$ cat config.mk
export PLATFORM = sky130hd
export DESIGN_NAME = gpio_irq_bank
export DESIGN_NICKNAME = d
export VERILOG_FILES = /design/src/rtl/gpio_irq_pkg.sv /design/src/rtl/gpio_in_sync.sv /design/src/rtl/gpio_evt_detect.sv /design/src/rtl/gpio_pin_slice.sv /design/src/rtl/gpio_irq_bank.sv
export SDC_FILE = /design/constraint.sdc
export NUM_CORES = 1
export LEC_CHECK = 0
export BUFFER_PORTS_ARGS = -buffer_cell sky130_fd_sc_hd__buf_2
export CORE_MARGIN = 3
export CORE_UTILIZATION = 40
export DETAILED_ROUTE_END_ITERATION = 10
export HOLD_SLACK_MARGIN = 0.1
export PLACE_DENSITY = 0.6
export SLEW_MARGIN = 40
export SYNTH_ARGS = -nofsm -noshare
export SYNTH_HDL_FRONTEND = slang
export SYNTH_HIERARCHICAL = 1
export SYNTH_SLANG_ARGS = --single-unit
$ cat constraint.sdc
create_clock -name clk -period 2.5 [get_ports clk]
set_input_delay 0.375 -clock clk [delete_from_list [all_inputs] [get_ports clk]]
set_output_delay 0.375 -clock clk [all_outputs]
set_load 0.01 [all_outputs]
$ cat src/rtl/gpio_irq_pkg.sv
package gpio_irq_pkg;

  localparam int WIN_BITS = 12;
  localparam int CFG_W    = 10;
  localparam int ICFG_W   = 9;
  localparam int TGT_W    = 3;

  typedef enum logic [1:0] {
    RK_PAD  = 2'd0,
    RK_DATA = 2'd1,
    RK_ISET = 2'd2,
    RK_FLAG = 2'd3
  } reg_kind_e;

  typedef enum logic [1:0] {
    DET_LEVEL = 2'd0,
    DET_RISE  = 2'd1,
    DET_FALL  = 2'd2,
    DET_BOTH  = 2'd3
  } det_mode_e;

  // interrupt setup word, bit 0 at the bottom
  typedef struct packed {
    logic             direct;
    logic [TGT_W-1:0] dest;
    logic             raw_en;
    det_mode_e        mode;
    logic             pol;
    logic             en;
  } iset_t;

endpackage

$ cat src/rtl/gpio_in_sync.sv
module gpio_in_sync #(
  parameter int STAGES = 2
) (
  input  logic clk,
  input  logic rst_n,
  input  logic din,
  output logic smp,
  output logic prv,
  output logic smp_ok,
  output logic hist_ok
);

  logic [STAGES-1:0] sh_q, sh_d;
  logic              prv_q, prv_d;
  logic [STAGES:0]   vld_q, vld_d;

  always_comb begin
    sh_d  = {sh_q[STAGES-2:0], din};
    prv_d = sh_q[STAGES-1];
    vld_d = {vld_q[STAGES-1:0], 1'b1};
  end

  always_ff @(posedge clk or negedge rst_n) begin
    if (!rst_n) begin
      sh_q  <= '0;
      prv_q <= 1'b0;
      vld_q <= '0;
    end else begin
      sh_q  <= sh_d;
      prv_q <= prv_d;
      vld_q <= vld_d;
    end
  end

  assign smp     = sh_q[STAGES-1];
  assign prv     = prv_q;
  // sample valid once it has crossed all stages; history valid one later
  assign smp_ok  = vld_q[STAGES-1];
  assign hist_ok = vld_q[STAGES];

endmodule

$ cat src/rtl/gpio_evt_detect.sv
module gpio_evt_detect
  import gpio_irq_pkg::*;
(
  input  det_mode_e mode,
  input  logic      pol,
  input  logic      smp,
  input  logic      prv,
  input  logic      smp_ok,
  input  logic      hist_ok,
  output logic      evt
);

  logic cur_act, old_act;

  always_comb begin
    cur_act = smp ~^ pol;
    old_act = prv ~^ pol;
    unique case (mode)
      DET_LEVEL: evt = smp_ok & cur_act;
      DET_RISE:  evt = hist_ok & cur_act & ~old_act;
      DET_FALL:  evt = hist_ok & ~cur_act & old_act;
      DET_BOTH:  evt = hist_ok & (cur_act ^ old_act);
      default:   evt = 1'b0;
    endcase
  end

endmodule

$ cat src/rtl/gpio_pin_slice.sv
module gpio_pin_slice
  import gpio_irq_pkg::*;
#(
  parameter int PROC_ID     = 4,
  parameter int SYNC_STAGES = 2
) (
  input  logic             clk,
  input  logic             rst_n,
  input  logic             wr_pad,
  input  logic             wr_data,
  input  logic             wr_iset,
  input  logic             wr_flag,
  input  logic [CFG_W-1:0] wdata,
  input  logic             pin_raw,
  output logic [CFG_W-1:0] pad_q,
  output logic             out_q,
  output iset_t            iset_q,
  output logic             flag_q,
  output logic             smp,
  output logic             evt,
  output logic             qual
);

  logic [CFG_W-1:0] pad_d;
  logic             out_d;
  iset_t            iset_d;
  logic             flag_d;
  logic             prv, smp_ok, hist_ok;

  gpio_in_sync #(.STAGES(SYNC_STAGES)) u_sync (
    .clk     (clk),
    .rst_n   (rst_n),
    .din     (pin_raw),
    .smp     (smp),
    .prv     (prv),
    .smp_ok  (smp_ok),
    .hist_ok (hist_ok)
  );

  gpio_evt_detect u_det (
    .mode    (iset_q.mode),
    .pol     (iset_q.pol),
    .smp     (smp),
    .prv     (prv),
    .smp_ok  (smp_ok),
    .hist_ok (hist_ok),
    .evt     (evt)
  );

  always_comb begin
    pad_d  = pad_q;
    out_d  = out_q;
    iset_d = iset_q;
    flag_d = flag_q;
    if (wr_pad)  pad_d  = wdata;
    if (wr_data) out_d  = wdata[1];
    if (wr_iset) iset_d = iset_t'(wdata[ICFG_W-1:0]);
    if (wr_flag && !wdata[0]) flag_d = 1'b0;
    // a fresh event overrides a simultaneous clear
    if (iset_q.raw_en && evt) flag_d = 1'b1;
  end

  always_ff @(posedge clk or negedge rst_n) begin
    if (!rst_n) begin
      pad_q  <= '0;
      out_q  <= 1'b0;
      iset_q <= '0;
      flag_q <= 1'b0;
    end else begin
      pad_q  <= pad_d;
      out_q  <= out_d;
      iset_q <= iset_d;
      flag_q <= flag_d;
    end
  end

  assign qual = flag_q & iset_q.en & ~iset_q.direct
              & (iset_q.dest == TGT_W'(PROC_ID));

endmodule

$ cat src/rtl/gpio_irq_bank.sv
module gpio_irq_bank
  import gpio_irq_pkg::*;
#(
  parameter  int NUM_PINS    = 4,
  parameter  int DATA_W      = 32,
  parameter  int PROC_ID     = 4,
  parameter  int SYNC_STAGES = 2,
  localparam int PIN_IDX_W   = (NUM_PINS > 1) ? $clog2(NUM_PINS) : 1,
  localparam int ADDR_W      = PIN_IDX_W + WIN_BITS
) (
  input  logic                clk,
  input  logic                rst_n,
  input  logic                reg_we,
  input  logic                reg_rd,
  input  logic [ADDR_W-1:0]   reg_addr,
  input  logic [DATA_W-1:0]   reg_wdata,
  output logic [DATA_W-1:0]   reg_rdata,
  input  logic [NUM_PINS-1:0] pin_in,
  output logic [NUM_PINS-1:0] pin_out,
  output logic [NUM_PINS-1:0] pin_oe,
  output logic                irq_out
);

  localparam logic [PIN_IDX_W:0] PIN_LIMIT = NUM_PINS[PIN_IDX_W:0];

  logic [PIN_IDX_W-1:0] a_pin;
  logic [WIN_BITS-1:0]  a_off;
  reg_kind_e            a_kind;
  logic                 off_ok, pin_ok;
  logic [DATA_W-1:0]    rdata_q, rdata_d;
  logic [DATA_W-1:0]    pin_word [NUM_PINS];
  logic [NUM_PINS-1:0]  flag_vec, evt_vec, raw_en_vec, qual_vec;
  logic                 unused_wdata;

  assign unused_wdata = ^reg_wdata[DATA_W-1:CFG_W];

  always_comb begin
    a_pin  = reg_addr[ADDR_W-1:WIN_BITS];
    a_off  = reg_addr[WIN_BITS-1:0];
    a_kind = reg_kind_e'(a_off[3:2]);
    off_ok = (a_off[WIN_BITS-1:4] == '0) && (a_off[1:0] == 2'b00);
    pin_ok = ({1'b0, a_pin} < PIN_LIMIT);
  end

  for (genvar p = 0; p < NUM_PINS; p++) begin : g_pin
    logic             hit;
    logic [CFG_W-1:0] pad_q;
    logic             out_q, flag_q, smp;
    iset_t            iset_q;

    assign hit = reg_we && off_ok && pin_ok && (a_pin == PIN_IDX_W'(p));

    gpio_pin_slice #(
      .PROC_ID     (PROC_ID),
      .SYNC_STAGES (SYNC_STAGES)
    ) u_slice (
      .clk     (clk),
      .rst_n   (rst_n),
      .wr_pad  (hit && (a_kind == RK_PAD)),
      .wr_data (hit && (a_kind == RK_DATA)),
      .wr_iset (hit && (a_kind == RK_ISET)),
      .wr_flag (hit && (a_kind == RK_FLAG)),
      .wdata   (reg_wdata[CFG_W-1:0]),
      .pin_raw (pin_in[p]),
      .pad_q   (pad_q),
      .out_q   (out_q),
      .iset_q  (iset_q),
      .flag_q  (flag_q),
      .smp     (smp),
      .evt     (evt_vec[p]),
      .qual    (qual_vec[p])
    );

    always_comb begin
      pin_word[p] = '0;
      unique case (a_kind)
        RK_PAD:  pin_word[p][CFG_W-1:0]  = pad_q;
        RK_DATA: pin_word[p][1:0]        = {out_q, smp};
        RK_ISET: pin_word[p][ICFG_W-1:0] = iset_q;
        RK_FLAG: pin_word[p][0]          = flag_q;
        default: pin_word[p]             = '0;
      endcase
    end

    assign pin_oe[p]     = pad_q[CFG_W-1];
    assign pin_out[p]    = out_q;
    assign flag_vec[p]   = flag_q;
    assign raw_en_vec[p] = iset_q.raw_en;
  end

  always_comb begin
    rdata_d = rdata_q;
    if (reg_rd) rdata_d = (off_ok && pin_ok) ? pin_word[a_pin] : '0;
  end

  always_ff @(posedge clk or negedge rst_n) begin
    if (!rst_n) rdata_q <= '0;
    else        rdata_q <= rdata_d;
  end

  assign reg_rdata = rdata_q;
  assign irq_out   = |qual_vec;

endmodule

Yosys cells after proc, flatten, opt, wreduce, memory -nomap -nowiden
Index checks and enable logic that the tools add are counted.

operators by class
  magnitude comparators = 1
  equality and inequality tests = 22
  multiplexer cells = 32
  bitwise operators = 61
  reduce and logical (&&, ||, !) cells = 44

operators by type and width
  operator                                       number
  2-to-1 mux 32 bit                              3
  binary-select mux 32 bit (select 2 bit)        1
  case mux 7 bit (2 select lines)                4
  bitwise AND 1 bit                              36
  case mux 1 bit (4 select lines)                8
  logical AND 1 bit                              30
  == test 2 bit, second input constant           12
  zero test 2 bit                                7
  == test 2 x 1 -> 1 bit, second input constant  6
  == test 3 bit, second input constant           4
  2-to-1 mux 1 bit                               12
  inverter 1 bit                                 12
  case mux 1 bit (3 select lines)                4
  zero test 8 bit                                1
  nonzero test 2 bit                             4
  bitwise XNOR 1 bit                             8
  OR reduction 4 bit                             1
  XOR 1 bit                                      4
  >= comparator 3 bit, second input constant     1
  inverter 2 -> 3 bit                            1
  zero test 1 bit                                1

storage, ports and cells
  register bits after elaboration = 140
  input bits = 54
  output and inout port bits = 41
  word-level logic and storage cells = 209

Depth between registers and ports, before layout
  depth after elaboration = 8
  gate-level depth with buffers = 8
  depth with buffers taken out = 7

By module
The synthesis kept the hierarchy.

modules (own cells, without submodules)
  module           instances  cells an instance  area an instance (µm²)  sequential area each (µm²)
  gpio_pin_slice   4          47                 874.6                   525.5
  gpio_irq_bank    1          144                1445.1                  250.2
  gpio_in_sync     4          7                  153.9                   150.1
  gpio_evt_detect  4          8                  51.3                    0.0

Worst setup path after synthesis
Ideal clock, no wire load.

  path kind = input port to flip-flop
  start point = input port reg_addr[11]
  end point = register g_pin[2].u_slice.pad_q[0]
  setup time = 0.125 ns
  arrival = 1.802 ns
  required time = 2.375 ns
  slack = 0.572 ns
  stages = 6
  buffers on the path = 1
  cells stage by stage = nor4_2 nand4_1 or3_1 nor2_1 buf_6 mux2_4

on the way
  longest elaborated chain between the ends = 5

ends and longest elaborated chain
  what                            RTL line              source
  start, declared                 gpio_irq_bank.sv:15   input logic [ADDR_W-1:0] reg_addr,
  zero test 8 bit                 gpio_irq_bank.sv:41   off_ok = (a_off[WIN_BITS-1:4] == '0) && (a_off[1:0] == 2'b00);
  logical AND 1 bit               gpio_irq_bank.sv:41
  logical AND 1 bit (2 in a row)  gpio_irq_bank.sv:51   assign hit = reg_we && off_ok && pin_ok && (a_pin == PIN_IDX_W'(p));
  logical AND 1 bit               gpio_irq_bank.sv:59   .wr_pad (hit && (a_kind == RK_PAD)),
  end signal, assigned            gpio_pin_slice.sv:70  pad_q <= pad_d;
  end, declared                   gpio_pin_slice.sv:15  output logic [CFG_W-1:0] pad_q,

No other way between the ends.
A chain may end at the register's enable or synchronous reset.

Final worst setup path
  start point = register, netlist name g_pin[1].u_slice/iset_q[7]
  end point = output port irq_out

on the way
  longest elaborated chain between the ends = 3

ends and longest elaborated chain
  what                RTL line              source
  == test 3 bit       gpio_pin_slice.sv:78  & (iset_q.dest == TGT_W'(PROC_ID));
  bitwise AND 1 bit   gpio_pin_slice.sv:78
  via qual_vec[1]     gpio_irq_bank.sv:32   logic [NUM_PINS-1:0] flag_vec, evt_vec, raw_en_vec, qual_vec;
  OR reduction 4 bit  gpio_irq_bank.sv:102  assign irq_out = |qual_vec;
  end, declared       gpio_irq_bank.sv:21   output logic irq_out

The timed path passes the listed nets, and every way through them passes these cells.

==> metrics.yaml <==
wl_um: 12600
synthTopCellsByCount: "118 x dfrtp_1, 76 x mux2_4, 29 x buf_4, 24 x nor2_1, 18 x mux4_2"
post_cts_buffers: 0
slew_headroom_pct: 59.8
clkTransAtPathRegs_ns: 0.05
htreeDepth: 4
grt_pass1_vias: 3671
crit_slowest_cell: "or4_1"
worst_slew_pin_slew_ns: 0.603
p_per_area_mw_per_mm2: 684
instances_no_fill: 652
final_nets: 515
stdcell_area_mm2: 0.00680
cts_buffers: 17
path_class: "flop to primary output"
grt_max_degree: 44
p_comb_share_pct: 4.6
switchingPower_uw: 990
pwr-share-seq_pct: 41.8
cpPeakStageDelay_ns: 0.58
syn_area_mm2: 0.00576
synth.area.top_cells: "dfrtp_1 51%, mux2_4 20%, mux4_2 7.0%, buf_4 3.8%, mux2i_1 2.1%"
ctsResizeCount: 0
viasPerCell: 5.11
p_clk_share_pct: 53.5
busiest_layer: "met2"
die_h_um: 126
reg2reg_depth: 4
gp_congestion: 0.829
synth_top_area_cell: "dfrtp_1"
ys_ff_latch: 118
place_area_mm2: 0.00614
drt_pass1_iterations: 4
cp_max_fo: 3
critPathArrivalTime_ns: 1.89
avgRoutedWirePerCell_um: 19.4
use_met1_pct: 22.6
synth_seq_area_share_pct: 51.2
fin_util_pct: 48.6
cts_buffer_depth: 2
cts_tree: "yes"
r2r_start: "g_pin[3].u_slice/iset_q[0]"
cp-start-kind: "flop"
ys.warnings.count: 6
floorplan.initialDensity_pct: 41.2
p_int_uw: 3660
ios: 95
synth_top_area_share_pct: 51.2
grtUsageMet3_pct: 4.24
fp-row-count: 43
setup_viol: 0
fillCellCount: 1217
skew_ns: 0.00597
placedCellCount: 617
maxCapViolCount: 0
timing.hold.ws_ns: 0.254
die_area_mm2: 0.0159
p_leak_uw: 0.00324
min_path_cells: 2
portBuffers: 50
min_path_type: "primary input to flop"
core-area_mm2: 0.0140
rsz0062_at_grt: "no"
synth_edf_count: 0
worstSetupEndpointType: "primary output"
final_antenna_net_count: 0
required_ns: 2.12
met2_usage_pct: 25.9
fmax_mhz: 441
cts_hold_buf: 5
drv_slew: 0
clk_latency_ns: 0.41
synth.distinct_cells: 40
crit_end: "irq_out"
grt_antenna_before_repair: 0
yosysMostFrequentCell: "dfrtp_1"
cts_root_buf: "clkbuf_16"
synth_ff_type: "dfrtp_1"
r2r_setup_slack_ns: 1.10
place_hpwl_um: 8610
crit_chain: "nor4b_1, and3_1, or4_1, buf_2"
die_w_um: 126
grt_pass1_wl_um: 20600
grt_use_total_pct: 16.9
syn_avg_cell_area_um2: 14.7
overflow: 0
crit_start: "g_pin[1].u_slice/iset_q[7]"
status: "finished, final reports clean"
syn-instance-count: 392
post-route-min-period_ns: 2.27
clkSinkCount: 118
p_sw_share_pct: 21.3
min_from: "reg_wdata[9]"
fin_crit_sh_pct: 90.6
hold_violations: 0
r2r_end: "reg_rdata[0]"
drtIter0Drc: 214
drive_above_1_share_pct: 43.6
synthArstFlopShare_pct: 100
ir_drop_mv: 0.505
synthToLayoutAreaGrowth_pct: 17.9
drc: 0
finalSetupTns_ns: 0
antenna_cells: 0
vias: 3331
==> kinds of logic after synthesis <==
group / synth area share [%]
AO/OA/AOI/OAI: 4.80
XOR/XNOR: 1.22
buffers and inverters: 6.62
flip-flops: 51.2
multiplexers: 29.7
other: 0.326
AND/OR/NAND/NOR: 6.12
==> routing by layer <==
layer	share of wire, %	up-vias	wire (µm)
li1	-	1497	-
met1	45	1729	5700
met2	48	82	6070
met3	3.9	23	488
met4	3.1	0	392
met5	0	-	0
==> state kept, by name (all words and copies together) (netlist names) <==
register / count
reg_rdata: 10
g_pin.u_slice/pad_q: 40
g_pin.u_slice/u_sync/vld_q: 12
g_pin.u_slice/u_sync/prv: 4
g_pin.u_slice/u_sync/sh_q: 8
g_pin.u_slice/iset_q: 36
g_pin.u_slice/out_q: 4
g_pin.u_slice/flag_q: 4
==> layout make-up <==
class	count	area (µm²)	area share [%]
Sequential cell	118	2950	43.4
Multi-Input combinational cell	246	2510	36.9
Timing Repair Buffer	74	483	7.10
Clock buffer	21	480	7.07
Tap cell	180	225	3.31
Clock inverter	9	125	1.84
Inverter	4	22.5	0.331
==> through the flow <==
| step | power, µW | worst slack, ns |
|---|---|---|
| 4_1_cts | 4710 | 0.241 |
| 5_1_grt | 4800 | 0.188 |
| 3_3_place_gp | 2180 | 0.249 |
| 3_5_place_dp | 2190 | 0.203 |
| 2_1_floorplan | 2100 | 0.572 |
| 6_report | 4650 | 0.235 |
==> cells in the final DEF (no fill, tap or decap), types with 5 or more instances in the layout <==
cell / instances
o2bb2ai_1: 9
o21ai_1: 5
dlygate4sd3_1: 5
nand2_1: 8
buf_2: 49
buf_4: 17
nand2b_1: 8
a21oi_1: 5
conb_1: 26
nand3_1: 5
clkbuf_16: 17
mux2i_1: 12
xor2_1: 8
dfrtp_1: 118
mux4_2: 18
nor2_1: 24
mux2_4: 76
==> how the worst min path moves through the flow <==
stage	end	slack (ns)
3_5_place_dp	g_pin[1].u_slice/u_sync/vld_q[1]	0.33
4_1_cts	g_pin[0].u_slice/pad_q[9]	0.24
5_1_grt	g_pin[3].u_slice/pad_q[9]	0.24
6_report	g_pin[0].u_slice/pad_q[9]	0.25
3_3_place_gp	g_pin[1].u_slice/u_sync/vld_q[1]	0.33
2_1_floorplan	g_pin[0].u_slice/flag_q	0.08
==> critical path: cells and delay by family (launching register included) <==
kind          cells  cell delay [ns]
simple gates      3             0.92
buf+inv           1             0.18
flops             1             0.39
==> power groups by stage <==
stage | logic (µW) | registers, µW | clock network (µW)
floorplan | 125 | 1980 | 0
global placement | 206 | 1980 | 0
detailed placement | 213 | 1980 | 0
CTS | 219 | 1950 | 2540
global route | 240 | 1950 | 2620
finish | 215 | 1950 | 2490
Power figures use the tool's default switching activity.
